## src/rtl/rt_pkg.sv

```systemverilog
package rt_pkg;

    typedef enum logic [2:0] {
        ST_FREE  = 3'd0,  // slot unused
        ST_WAIT  = 3'd1,  // ready to be offered to the bus
        ST_PEND  = 3'd2,  // granted, waiting for its own response
        ST_HELD  = 3'd3,  // read-exclusive parked behind a read to the same block
        ST_SHARE = 3'd4,  // read adopting another agent's read response
        ST_DEFER = 3'd5   // backing off until another agent's response passes
    } ent_state_e;

endpackage

```

## src/rtl/rt_addr_match.sv

```systemverilog
module rt_addr_match #(
    parameter int N = 4,
    parameter int W = 12
) (
    input  logic [N-1:0][W-1:0] tbl,
    input  logic [W-1:0]        key,
    input  logic [N-1:0]        en,
    output logic [N-1:0]        hit
);
    for (genvar g = 0; g < N; g++) begin : g_cmp
        assign hit[g] = en[g] && (tbl[g] == key);
    end
endmodule

```

## src/rtl/rt_prio_pick.sv

```systemverilog
module rt_prio_pick #(
    parameter int N  = 4,
    parameter int IW = 2
) (
    input  logic [N-1:0]  req,
    output logic          any,
    output logic [IW-1:0] idx
);
    always_comb begin
        idx = '0;
        for (int i = N - 1; i >= 0; i--) begin
            if (req[i]) idx = IW'(i);
        end
        any = |req;
    end
endmodule

```

## src/rtl/rt_req_table.sv

```systemverilog
module rt_req_table
    import rt_pkg::*;
#(
    parameter int ENTRIES  = 4,
    parameter int ADDR_W   = 12,
    parameter int AGENT_W  = 2,
    parameter int AGENT_ID = 1,
    localparam int IDX_W   = (ENTRIES > 1) ? $clog2(ENTRIES) : 1,
    localparam int TAG_W   = AGENT_W + IDX_W
) (
    input  logic              clk,
    input  logic              rst_n,
    input  logic              miss_valid,
    output logic              miss_ready,
    input  logic [ADDR_W-1:0] miss_addr,
    input  logic              miss_excl,
    output logic              issue_valid,
    input  logic              issue_ready,
    output logic [ADDR_W-1:0] issue_addr,
    output logic              issue_excl,
    output logic [TAG_W-1:0]  issue_tag,
    input  logic              snoop_valid,
    input  logic [ADDR_W-1:0] snoop_addr,
    input  logic              snoop_excl,
    input  logic [TAG_W-1:0]  snoop_tag,
    input  logic              resp_valid,
    input  logic [TAG_W-1:0]  resp_tag,
    output logic              done_valid,
    output logic [ADDR_W-1:0] done_addr,
    output logic              done_excl,
    output logic              done_merged
);

    typedef struct packed {
        ent_state_e        st;
        logic [ADDR_W-1:0] addr;
        logic              excl;
        logic [TAG_W-1:0]  tag;
        logic              merged;
    } ent_t;

    ent_t [ENTRIES-1:0] ent_d, ent_q;

    function automatic logic [TAG_W-1:0] own_tag(input int i);
        return {AGENT_W'(AGENT_ID), IDX_W'(i)};
    endfunction

    // ---------------- per-entry decode of the registered table ----------------
    logic [ENTRIES-1:0][ADDR_W-1:0] ent_addr;
    logic [ENTRIES-1:0] live, held, rdent, waiting, resp_hit, fin;

    always_comb begin
        for (int i = 0; i < ENTRIES; i++) begin
            ent_addr[i] = ent_q[i].addr;
            live[i]     = ent_q[i].st != ST_FREE;
            held[i]     = ent_q[i].st == ST_HELD;
            rdent[i]    = live[i] && !held[i] && !ent_q[i].excl;
            waiting[i]  = ent_q[i].st == ST_WAIT;
            resp_hit[i] = resp_valid && (ent_q[i].tag == resp_tag) &&
                          (ent_q[i].st == ST_PEND || ent_q[i].st == ST_SHARE ||
                           ent_q[i].st == ST_DEFER);
            fin[i]      = resp_hit[i] && (ent_q[i].st != ST_DEFER);
        end
    end

    // ---------------- address comparators ----------------
    logic [ENTRIES-1:0] miss_hit, snp_wait_hit, rel_hit_raw;

    rt_addr_match #(.N(ENTRIES), .W(ADDR_W)) u_miss_cmp (
        .tbl(ent_addr), .key(miss_addr), .en(live), .hit(miss_hit)
    );

    rt_addr_match #(.N(ENTRIES), .W(ADDR_W)) u_snp_cmp (
        .tbl(ent_addr), .key(snoop_addr), .en(waiting), .hit(snp_wait_hit)
    );

    rt_addr_match #(.N(ENTRIES), .W(ADDR_W)) u_rel_cmp (
        .tbl(ent_addr), .key(done_addr), .en(held), .hit(rel_hit_raw)
    );

    // ---------------- pickers ----------------
    logic [ENTRIES-1:0] iss_req;
    logic               free_any, fin_any;
    logic [IDX_W-1:0]   free_idx, iss_idx, fin_idx;

    assign iss_req = waiting & ~(snoop_valid ? snp_wait_hit : '0);

    rt_prio_pick #(.N(ENTRIES), .IW(IDX_W)) u_free_pick (
        .req(~live), .any(free_any), .idx(free_idx)
    );

    rt_prio_pick #(.N(ENTRIES), .IW(IDX_W)) u_iss_pick (
        .req(iss_req), .any(issue_valid), .idx(iss_idx)
    );

    rt_prio_pick #(.N(ENTRIES), .IW(IDX_W)) u_fin_pick (
        .req(fin), .any(fin_any), .idx(fin_idx)
    );

    // ---------------- outputs ----------------
    always_comb begin
        issue_addr  = ent_q[iss_idx].addr;
        issue_excl  = ent_q[iss_idx].excl;
        issue_tag   = own_tag(int'(iss_idx));
        done_valid  = fin_any;
        done_addr   = fin_any ? ent_q[fin_idx].addr   : '0;
        done_excl   = fin_any ? ent_q[fin_idx].excl   : 1'b0;
        done_merged = fin_any ? ent_q[fin_idx].merged : 1'b0;
    end

    // ---------------- miss acceptance decision ----------------
    logic [ENTRIES-1:0] merge_tgt, release_mask;
    logic merge_ok, hold_ok, plain_ok, tgt_busy, accept;

    always_comb begin
        merge_tgt    = miss_hit & rdent;
        merge_ok     = !miss_excl && (|merge_tgt);
        hold_ok      = miss_excl && (|merge_tgt) && !(|(miss_hit & held)) && free_any;
        plain_ok     = !(|miss_hit) && free_any;
        tgt_busy     = |(miss_hit & fin);
        miss_ready   = (merge_ok || hold_ok || plain_ok) && !tgt_busy;
        accept       = miss_valid && miss_ready;
        release_mask = rel_hit_raw & {ENTRIES{fin_any && !done_excl}};
    end

    // ---------------- next state ----------------
    always_comb begin
        ent_d = ent_q;
        for (int i = 0; i < ENTRIES; i++) begin
            if (resp_hit[i]) begin
                if (ent_q[i].st == ST_DEFER) begin
                    ent_d[i].st  = ST_WAIT;
                    ent_d[i].tag = own_tag(i);
                end else begin
                    ent_d[i].st     = ST_FREE;
                    ent_d[i].merged = 1'b0;
                end
            end
            if (release_mask[i]) ent_d[i].st = ST_WAIT;
            if (issue_valid && issue_ready && (iss_idx == IDX_W'(i))) ent_d[i].st = ST_PEND;
        end

        if (accept) begin
            if (merge_ok) begin
                for (int i = 0; i < ENTRIES; i++) begin
                    if (merge_tgt[i]) ent_d[i].merged = 1'b1;
                end
            end else begin
                ent_d[free_idx].st     = hold_ok ? ST_HELD : ST_WAIT;
                ent_d[free_idx].addr   = miss_addr;
                ent_d[free_idx].excl   = miss_excl;
                ent_d[free_idx].tag    = own_tag(int'(free_idx));
                ent_d[free_idx].merged = 1'b0;
            end
        end

        if (snoop_valid) begin
            for (int i = 0; i < ENTRIES; i++) begin
                if (ent_d[i].st == ST_WAIT && ent_d[i].addr == snoop_addr) begin
                    ent_d[i].st  = (!snoop_excl && !ent_d[i].excl) ? ST_SHARE : ST_DEFER;
                    ent_d[i].tag = snoop_tag;
                end
            end
        end
    end

    always_ff @(posedge clk) begin
        if (!rst_n) ent_q <= '0;
        else        ent_q <= ent_d;
    end

endmodule

```

## config.mk

```make
export PLATFORM = sky130hd
export DESIGN_NAME = rt_req_table
export DESIGN_NICKNAME = d
export VERILOG_FILES = /design/src/rtl/rt_pkg.sv /design/src/rtl/rt_addr_match.sv /design/src/rtl/rt_prio_pick.sv /design/src/rtl/rt_req_table.sv
export SDC_FILE = /design/constraint.sdc
export NUM_CORES = 1
export LEC_CHECK = 0
export BUFFER_PORTS_ARGS = -buffer_cell sky130_fd_sc_hd__buf_4
export CAP_MARGIN = 20
export CORE_ASPECT_RATIO = 0.8
export CORE_MARGIN = 3
export CORE_UTILIZATION = 57
export CTS_BUF_LIST = sky130_fd_sc_hd__clkbuf_2 sky130_fd_sc_hd__clkbuf_4 sky130_fd_sc_hd__clkbuf_8
export DETAILED_ROUTE_END_ITERATION = 7
export MAX_ROUTING_LAYER = met4
export PLACE_DENSITY = 0.85
export SLEW_MARGIN = 20
export SYNTH_ARGS = -nofsm -noshare
export SYNTH_HDL_FRONTEND = slang
export SYNTH_SLANG_ARGS = --single-unit
```

## constraint.sdc

```tcl
create_clock -name clk -period 3.6 [get_ports clk]
set_clock_uncertainty 0.2 [all_clocks]
set_input_delay 0.54 -clock clk [delete_from_list [all_inputs] [get_ports clk]]
set_output_delay 0.54 -clock clk [all_outputs]
set_load 0.02 [all_outputs]
```

==> out/metrics.yaml, run 1 <==
initial_core_util_pct: 58.9
yosys_warnings: 0
dp_hpwl_mm: 34.2
synth_flop_cell: "dfxtp_1"
synth-edff-count: 0
grt_max_degree: 37
synth_seq_cells: 84
grt_overflow: 97
synth_cells: 1183
place.gp.congestion: 1.42
numCtsBuffers: 9
numClockSinks: 84
fp.dieW_um: 143
die_h_um: 115
grt_use_total_pct: 79.2
syn_avg_cell_area_um2: 7.19
async_flop_share_pct: 0
syn_area_um2: 8500
ys_types: 91
ios: 74
placed_cell_area_um2: 11400
row_count: 39
clk_path_buf_depth: 2
outcome: "aborted with a tool error"
ctsRootBufferMaster: "clkbuf_8"
cts_max_level: 3
portBuffers: 71
grt_pass1_vias: 15100
syn_nets: 1223
grt_pass1_wl_mm: 95.6
error_line: "[ERROR GRT-0116] Global routing finished with congestion. Check the congestion regions in the DRC Viewer."
ys_seq_area_share_pct: 19.8
stop_stage: "global routing (5_1_grt)"
postCtsHoldBufs: 0
[layer usage]
layer	overflow	global-route usage (%)
met5	-	-
met4	36	74.3
met3	8	70.6
met2	48	89.5
met1	5	78.2
[repair_timing]
item	CTS
gates cloned	1
hold endpoints to repair	0
resized for setup	117
setup buffers	24
pin swaps	52
setup endpoints to repair	42
[cell usage after synthesis (all sizes together), types with 6 or more instances]
library cell,count,area (µm²)
nand4,27,169
nand2b,15,93.8
and4,6,52.6
dfxtp,84,1680
nand2,100,375
o31ai,8,65.1
o22ai,21,131
a211oi,6,45.0
a22oi,21,158
o211ai,6,58.8
o21ai,55,275
nand3,41,205
a31oi,23,165
or3,12,80.1
mux2i,38,380
a22o,6,52.6
inv,56,210
o21a,6,45.0
a311oi,10,100
and2,9,56.3
xor2,54,473
nor3,46,253
o221ai,9,78.8
buf,63,335
xnor2,76,666
a21oi,78,394
a21boi,6,45.0
clkbuf,62,233
o2111ai,14,129
nor2,96,377
nor4,25,203
a222oi,6,60.1
and3,11,68.8
[logic make-up after synthesis]
group,after synthesis,share of synthesized area [%]
AO/OA/AOI/OAI,328,27.3
XOR/XNOR,130,13.4
buffers and inverters,181,9.16
flip-flops,84,19.8
multiplexers,40,4.74
other,2,0.0883
AND/OR/NAND/NOR,418,25.6
[stage by stage]
stage	hold slack [ns]	utilization, %	worst slack (ns)	cells	TNS (ns)
2_1_floorplan	0.256	-	-0.348	1183	-1.63
4_1_cts	0.169	85.7	-0.348	1681	-8.15
3_3_place_gp	0.267	79.2	-0.672	1643	-12.75
3_5_place_dp	0.278	79.2	-0.822	1643	-17.40
==> run 2, diff against run 1 <==
- CORE_ASPECT_RATIO: 0.8 -> not set
- CORE_UTILIZATION: 57 -> 40
- CTS_BUF_LIST: sky130_fd_sc_hd__clkbuf_2 sky130_fd_sc_hd__clkbuf_4 sky130_fd_sc_hd__clkbuf_8 -> not set
- MAX_ROUTING_LAYER: met4 -> not set
- PLACE_DENSITY: 0.85 -> not set
- PLACE_DENSITY_LB_ADDON: not set -> 0.15
- clock period: 3.6 -> 4.7 ns (I/O delays scaled with it)
==> out/metrics.yaml, run 2 <==
place.gp.congestion: 1.11
final_common_cell: "buf_4"
yosysTopAreaCellShare_pct: 19.8
slowest_stage: "dfxtp_1"
largest_reg_flops: 48
setup_violations: 0
area_delta_synth_final_pct: 21.4
setup_tns_ns: 0
portBuffers: 71
initial_core_util_pct: 41.3
vias: 10400
cts_max_level: 3
yosysMostFrequentCell: "nand2_1"
grt_max_degree: 39
instances_no_fill: 1566
async_flop_share_pct: 0
drive_gt1_share_pct: 21.3
synth_seq_cells: 84
synth_area_leaders: "dfxtp_1 (20%), xnor2_1 (7.8%), xor2_1 (5.6%)"
yosysTopAreaCell: "dfxtp_1"
end_kind: "primary output"
core_area_um2: 20600
fp.dieW_um: 152
worstMarginPinSlew_ns: 0.820
critical_path.top_delay_family: "simple AND/OR/NAND/NOR gates"
path_clk_slew_ns: 0.08
outcome: "finished, final reports clean"
power.density_nw_per_um2: 220
cp.arrival_ns: 3.59
required_ns: 3.80
crit_chain: "xor2_1 > nor4_2 > nand4_1 > buf_4 > or3_1 > a41oi_1 > nor3_1 > nor3_1 > buf_4"
vdd_ir_drop_max_uv: 168
most-common-layout-cells: "buf_4 (216), nand2_1 (100), nor2_1 (95)"
die_area_um2: 23000
syn_area_um2: 8500
drt_wl_total_mm: 48.0
syn_avg_cell_area_um2: 7.19
drv_slew: 0
insertion_delay_ns: 0.37
hold_class: "register to register"
die_h_um: 152
ctsResizeCount: 0
ys_seq_area_share_pct: 19.8
dp_hpwl_mm: 37.8
yosys_warnings: 0
numClockSinks: 84
period_minus_slack_ns: 4.50
ctsRootBufferMaster: "clkbuf_16"
postCtsHoldBufs: 0
p_leak_uw: 0.00400
criticalPathCategory: "register to primary output"
drtPass1Iterations: 6
synthTopCellsByCount: "nand2_1 (100), nor2_1 (95), dfxtp_1 (84)"
max_clock_freq_mhz: 222
ant_nets: 0
post-route-drc-count: 0
row_count: 52
antenna_cells: 0
cts_tree: "done"
path_buf_inv: 2
post_drt_wl_per_cell_um: 30.6
syn_nets: 1223
clk_path_buf_depth: 2
crit_path_max_incr_delay_ns: 0.68
rsz0062_at_grt: "no"
grt_overflow: 0
synth_cells: 1183
synth-edff-count: 0
fillers: 2123
worst_slew_margin_rel_pct: 44.7
cp_max_fo: 8
dp.cells: 1550
synth_flop_cell: "dfxtp_1"
numCtsBuffers: 9
grt_pass1_wl_mm: 68.6
postCtsSetupRepairBufs: 0
grt_use_total_pct: 41.5
ys_types: 91
grt_pass1_vias: 9915
ios: 74
cap_viol_max_count: 0
hold_viol_final: 0
final_nets: 1331
vias_per_cell: 6.67
drtIter0Drc: 1411
startpoint_type: "register"
fin_crit_sh_pct: 95.7
antenna_found_initial: 0
run 2: final timing paths:
check | from | to | slack, ns | cells after the start
max reg2reg | ent_q[40] | ent_q[43] | 0.24 | 14
max | ent_addr[3] | miss_ready | 0.20 | 9
min | ent_q[43] | ent_q[43] | 0.30 | 2
min reg2reg | ent_q[43] | ent_q[43] | 0.30 | 2
run 2: power breakdown:
group          switching [µW]  leakage, µW  total [µW]  internal, µW
clock                     382     0.000149         761           379
sequential               67.7     0.000681         807           740
combinational             453      0.00317         706           253
total                     903      0.00400        2270          1370
run 2: final cells by class:
class | count | area (µm²) | area share [%]
Multi-Input combinational cell | 918 | 6050 | 58.6
Timing Repair Buffer | 222 | 1740 | 16.9
Sequential cell | 84 | 1680 | 16.3
Tap cell | 270 | 338 | 3.27
Clock buffer | 9 | 225 | 2.18
Inverter | 56 | 210 | 2.04
Clock inverter | 7 | 76.3 | 0.739
run 2: tightest hold or removal path, delay by kind of cell, from the launching register on:
kind / cells / cell delay, ns
muxes: 1 / 0.06
and+or+nand+nor: 1 / 0.07
DFF: 1 / 0.33
run 2: layer usage:
layer / vias to the layer above / share of wire, % / global-route usage [%]
met5: - / 0 / 0
met4: 0 / 9.3 / 30.5
met3: 230 / 11 / 8.57
met2: 795 / 43 / 63.2
met1: 4906 / 37 / 51.6
li1: 4514 / - / -
run 2: logic make-up after synthesis:
group                  synth area share [%]
XOR/XNOR                               13.4
buffers and inverters                  9.16
AO/OA/AOI/OAI                          27.3
multiplexers                           4.74
AND/OR/NAND/NOR                        25.6
flip-flops                             19.8
other                                0.0883
run 2: per-stage QoR:
stage	worst slack (ns)	utilization [%]	hold slack (ns)	instance area [µm²]	power [µW]
floorplan	0.260	-	0.256	8500	1190
global placement	0.111	48.7	0.279	10000	1500
detailed placement	0.0258	48.7	0.290	10000	1500
CTS	0.271	50.2	0.300	10300	2250
global route	0.00260	50.2	0.318	10300	2340
finish	0.203	50.2	0.298	10300	2270
No activity file was read; power rests on OpenSTA's default activity.
==> run 3, diff against run 2 <==
- PLACE_DENSITY_LB_ADDON: 0.15 -> not set
- SKIP_CTS_REPAIR_TIMING: not set -> 1
- clock period: 4.7 -> 5.7 ns (I/O delays scaled with it)
==> out/metrics.yaml, run 3 (synthesis results as in run 2) <==
grt_pass1_vias: 9326
antenna_found_initial: 1
path_clk_slew_ns: 0.07
die_area_um2: 23000
post-route-drc-count: 1
instances_no_fill: 1460
fin_ws_ns: 0.548
fin_area_um2: 9440
setup_tns_ns: 0
hold_viol_final: 0
numClockSinks: 84
required_ns: 5.75
slowest_stage: "or4_1"
p_leak_uw: 0.00344
most-common-layout-cells: "buf_4 (116), nand2_1 (100), nor2_1 (95)"
largest_reg_flops: 48
post-place-ws_ns: 0.356
worstMarginPinSlew_ns: 1.00
rsz0062_at_grt: "no"
end_kind: "register"
critical_path.top_delay_family: "simple AND/OR/NAND/NOR gates"
grt_use_total_pct: 37.3
dp_hpwl_mm: 31.9
vias: 9865
final_common_cell: "buf_4"
grt_max_degree: 65
core_area_um2: 20600
numCtsBuffers: 9
cap_viol_max_count: 0
drtIter0Drc: 1586
fp.dieW_um: 152
vdd_ir_drop_max_uv: 135
drv_slew: 0
path_buf_inv: 1
violations: "design-rule violations"
ant_nets: 0
final_nets: 1225
crit_path_max_incr_delay_ns: 0.72
drt_wl_total_mm: 42.9
ctsRootBufferMaster: "clkbuf_16"
worst_slew_margin_rel_pct: 33.2
cp_max_fo: 13
initial_core_util_pct: 41.3
cp.arrival_ns: 5.20
period_minus_slack_ns: 5.15
dp.cells: 1444
cts_tree: "done"
startpoint_type: "input pin"
post_drt_wl_per_cell_um: 29.4
antenna_cells: 0
insertion_delay_ns: 0.36
vias_per_cell: 6.76
setup_violations: 0
power.density_nw_per_um2: 189
outcome: "finished, violations left"
fin_crit_sh_pct: 90.4
area_delta_synth_final_pct: 11.1
placed_cell_area_um2: 9150
drtPass1Iterations: 8
hold_class: "register to register"
max_clock_freq_mhz: 194
crit_chain: "buf_4 > xor2_1 > nor3_1 > and2_1 > a31oi_1 > o221a_4 > a221oi_2 > nand4_1 > nor4_2 > o21ai_1 > or4_1 > o31a_1"
grt_pass1_wl_mm: 62.9
die_h_um: 152
drive_gt1_share_pct: 14.3
fillers: 2161
portBuffers: 71
ios: 74
clk_path_buf_depth: 2
cts_max_level: 3
grt_overflow: 0
place.gp.congestion: 1.06
criticalPathCategory: "input pin to register"
row_count: 52
[run 3: routing by layer]
metal / wire length [µm] / up-vias / global-route usage (%)
met1: 16900 / 4621 / 48.1
met3: 4730 / 204 / 8.48
met4: 3380 / 2 / 25.7
li1: - / 4301 / -
met2: 17900 / 737 / 55.0
met5: 13 / - / 0
[run 3: report_power, final]
part | internal [µW] | total, µW | switching (µW)
Combinational | 182 | 517 | 335
Sequential | 610 | 676 | 65.5
Clock | 311 | 590 | 279
[run 3: worst min-delay path: cells and delay by family (launching register included)]
family | cells | cell delay [ns]
DFF | 1 | 0.32
and+or+nand+nor | 1 | 0.06
muxes | 1 | 0.06
[run 3: final timing paths]
kind | endpoint | cells past startpoint | slack [ns] | startpoint
max | ent_q[81] | 12 | 0.55 | resp_tag[3]
min | ent_q[4] | 2 | 0.29 | ent_q[4]
max reg2reg | ent_q[81] | 12 | 0.75 | ent_q[41]
min reg2reg | ent_q[4] | 2 | 0.29 | ent_q[4]
[run 3: final cells by class]
| type | count | area [µm²] | share of cell area (%) |
|---|---|---|---|
| multi-input combinational | 918 | 6060 | 64.1 |
| sequential | 84 | 1680 | 17.8 |
| timing repair buffer | 116 | 871 | 9.22 |
| tap | 270 | 338 | 3.58 |
| clock buffer | 10 | 239 | 2.53 |
| inverter | 56 | 210 | 2.23 |
| clock inverter | 6 | 46.3 | 0.490 |
[run 3: through the flow]
stage                     hold slack (ns)  utilization, %  total power [µW]
after floorplan                     0.256               -               985
after global placement              0.274            44.5              1180
after detailed placement            0.277            44.5              1180
after CTS                           0.286            45.9              1770
after global routing                0.318            45.9              1840
final                               0.288            45.9              1780
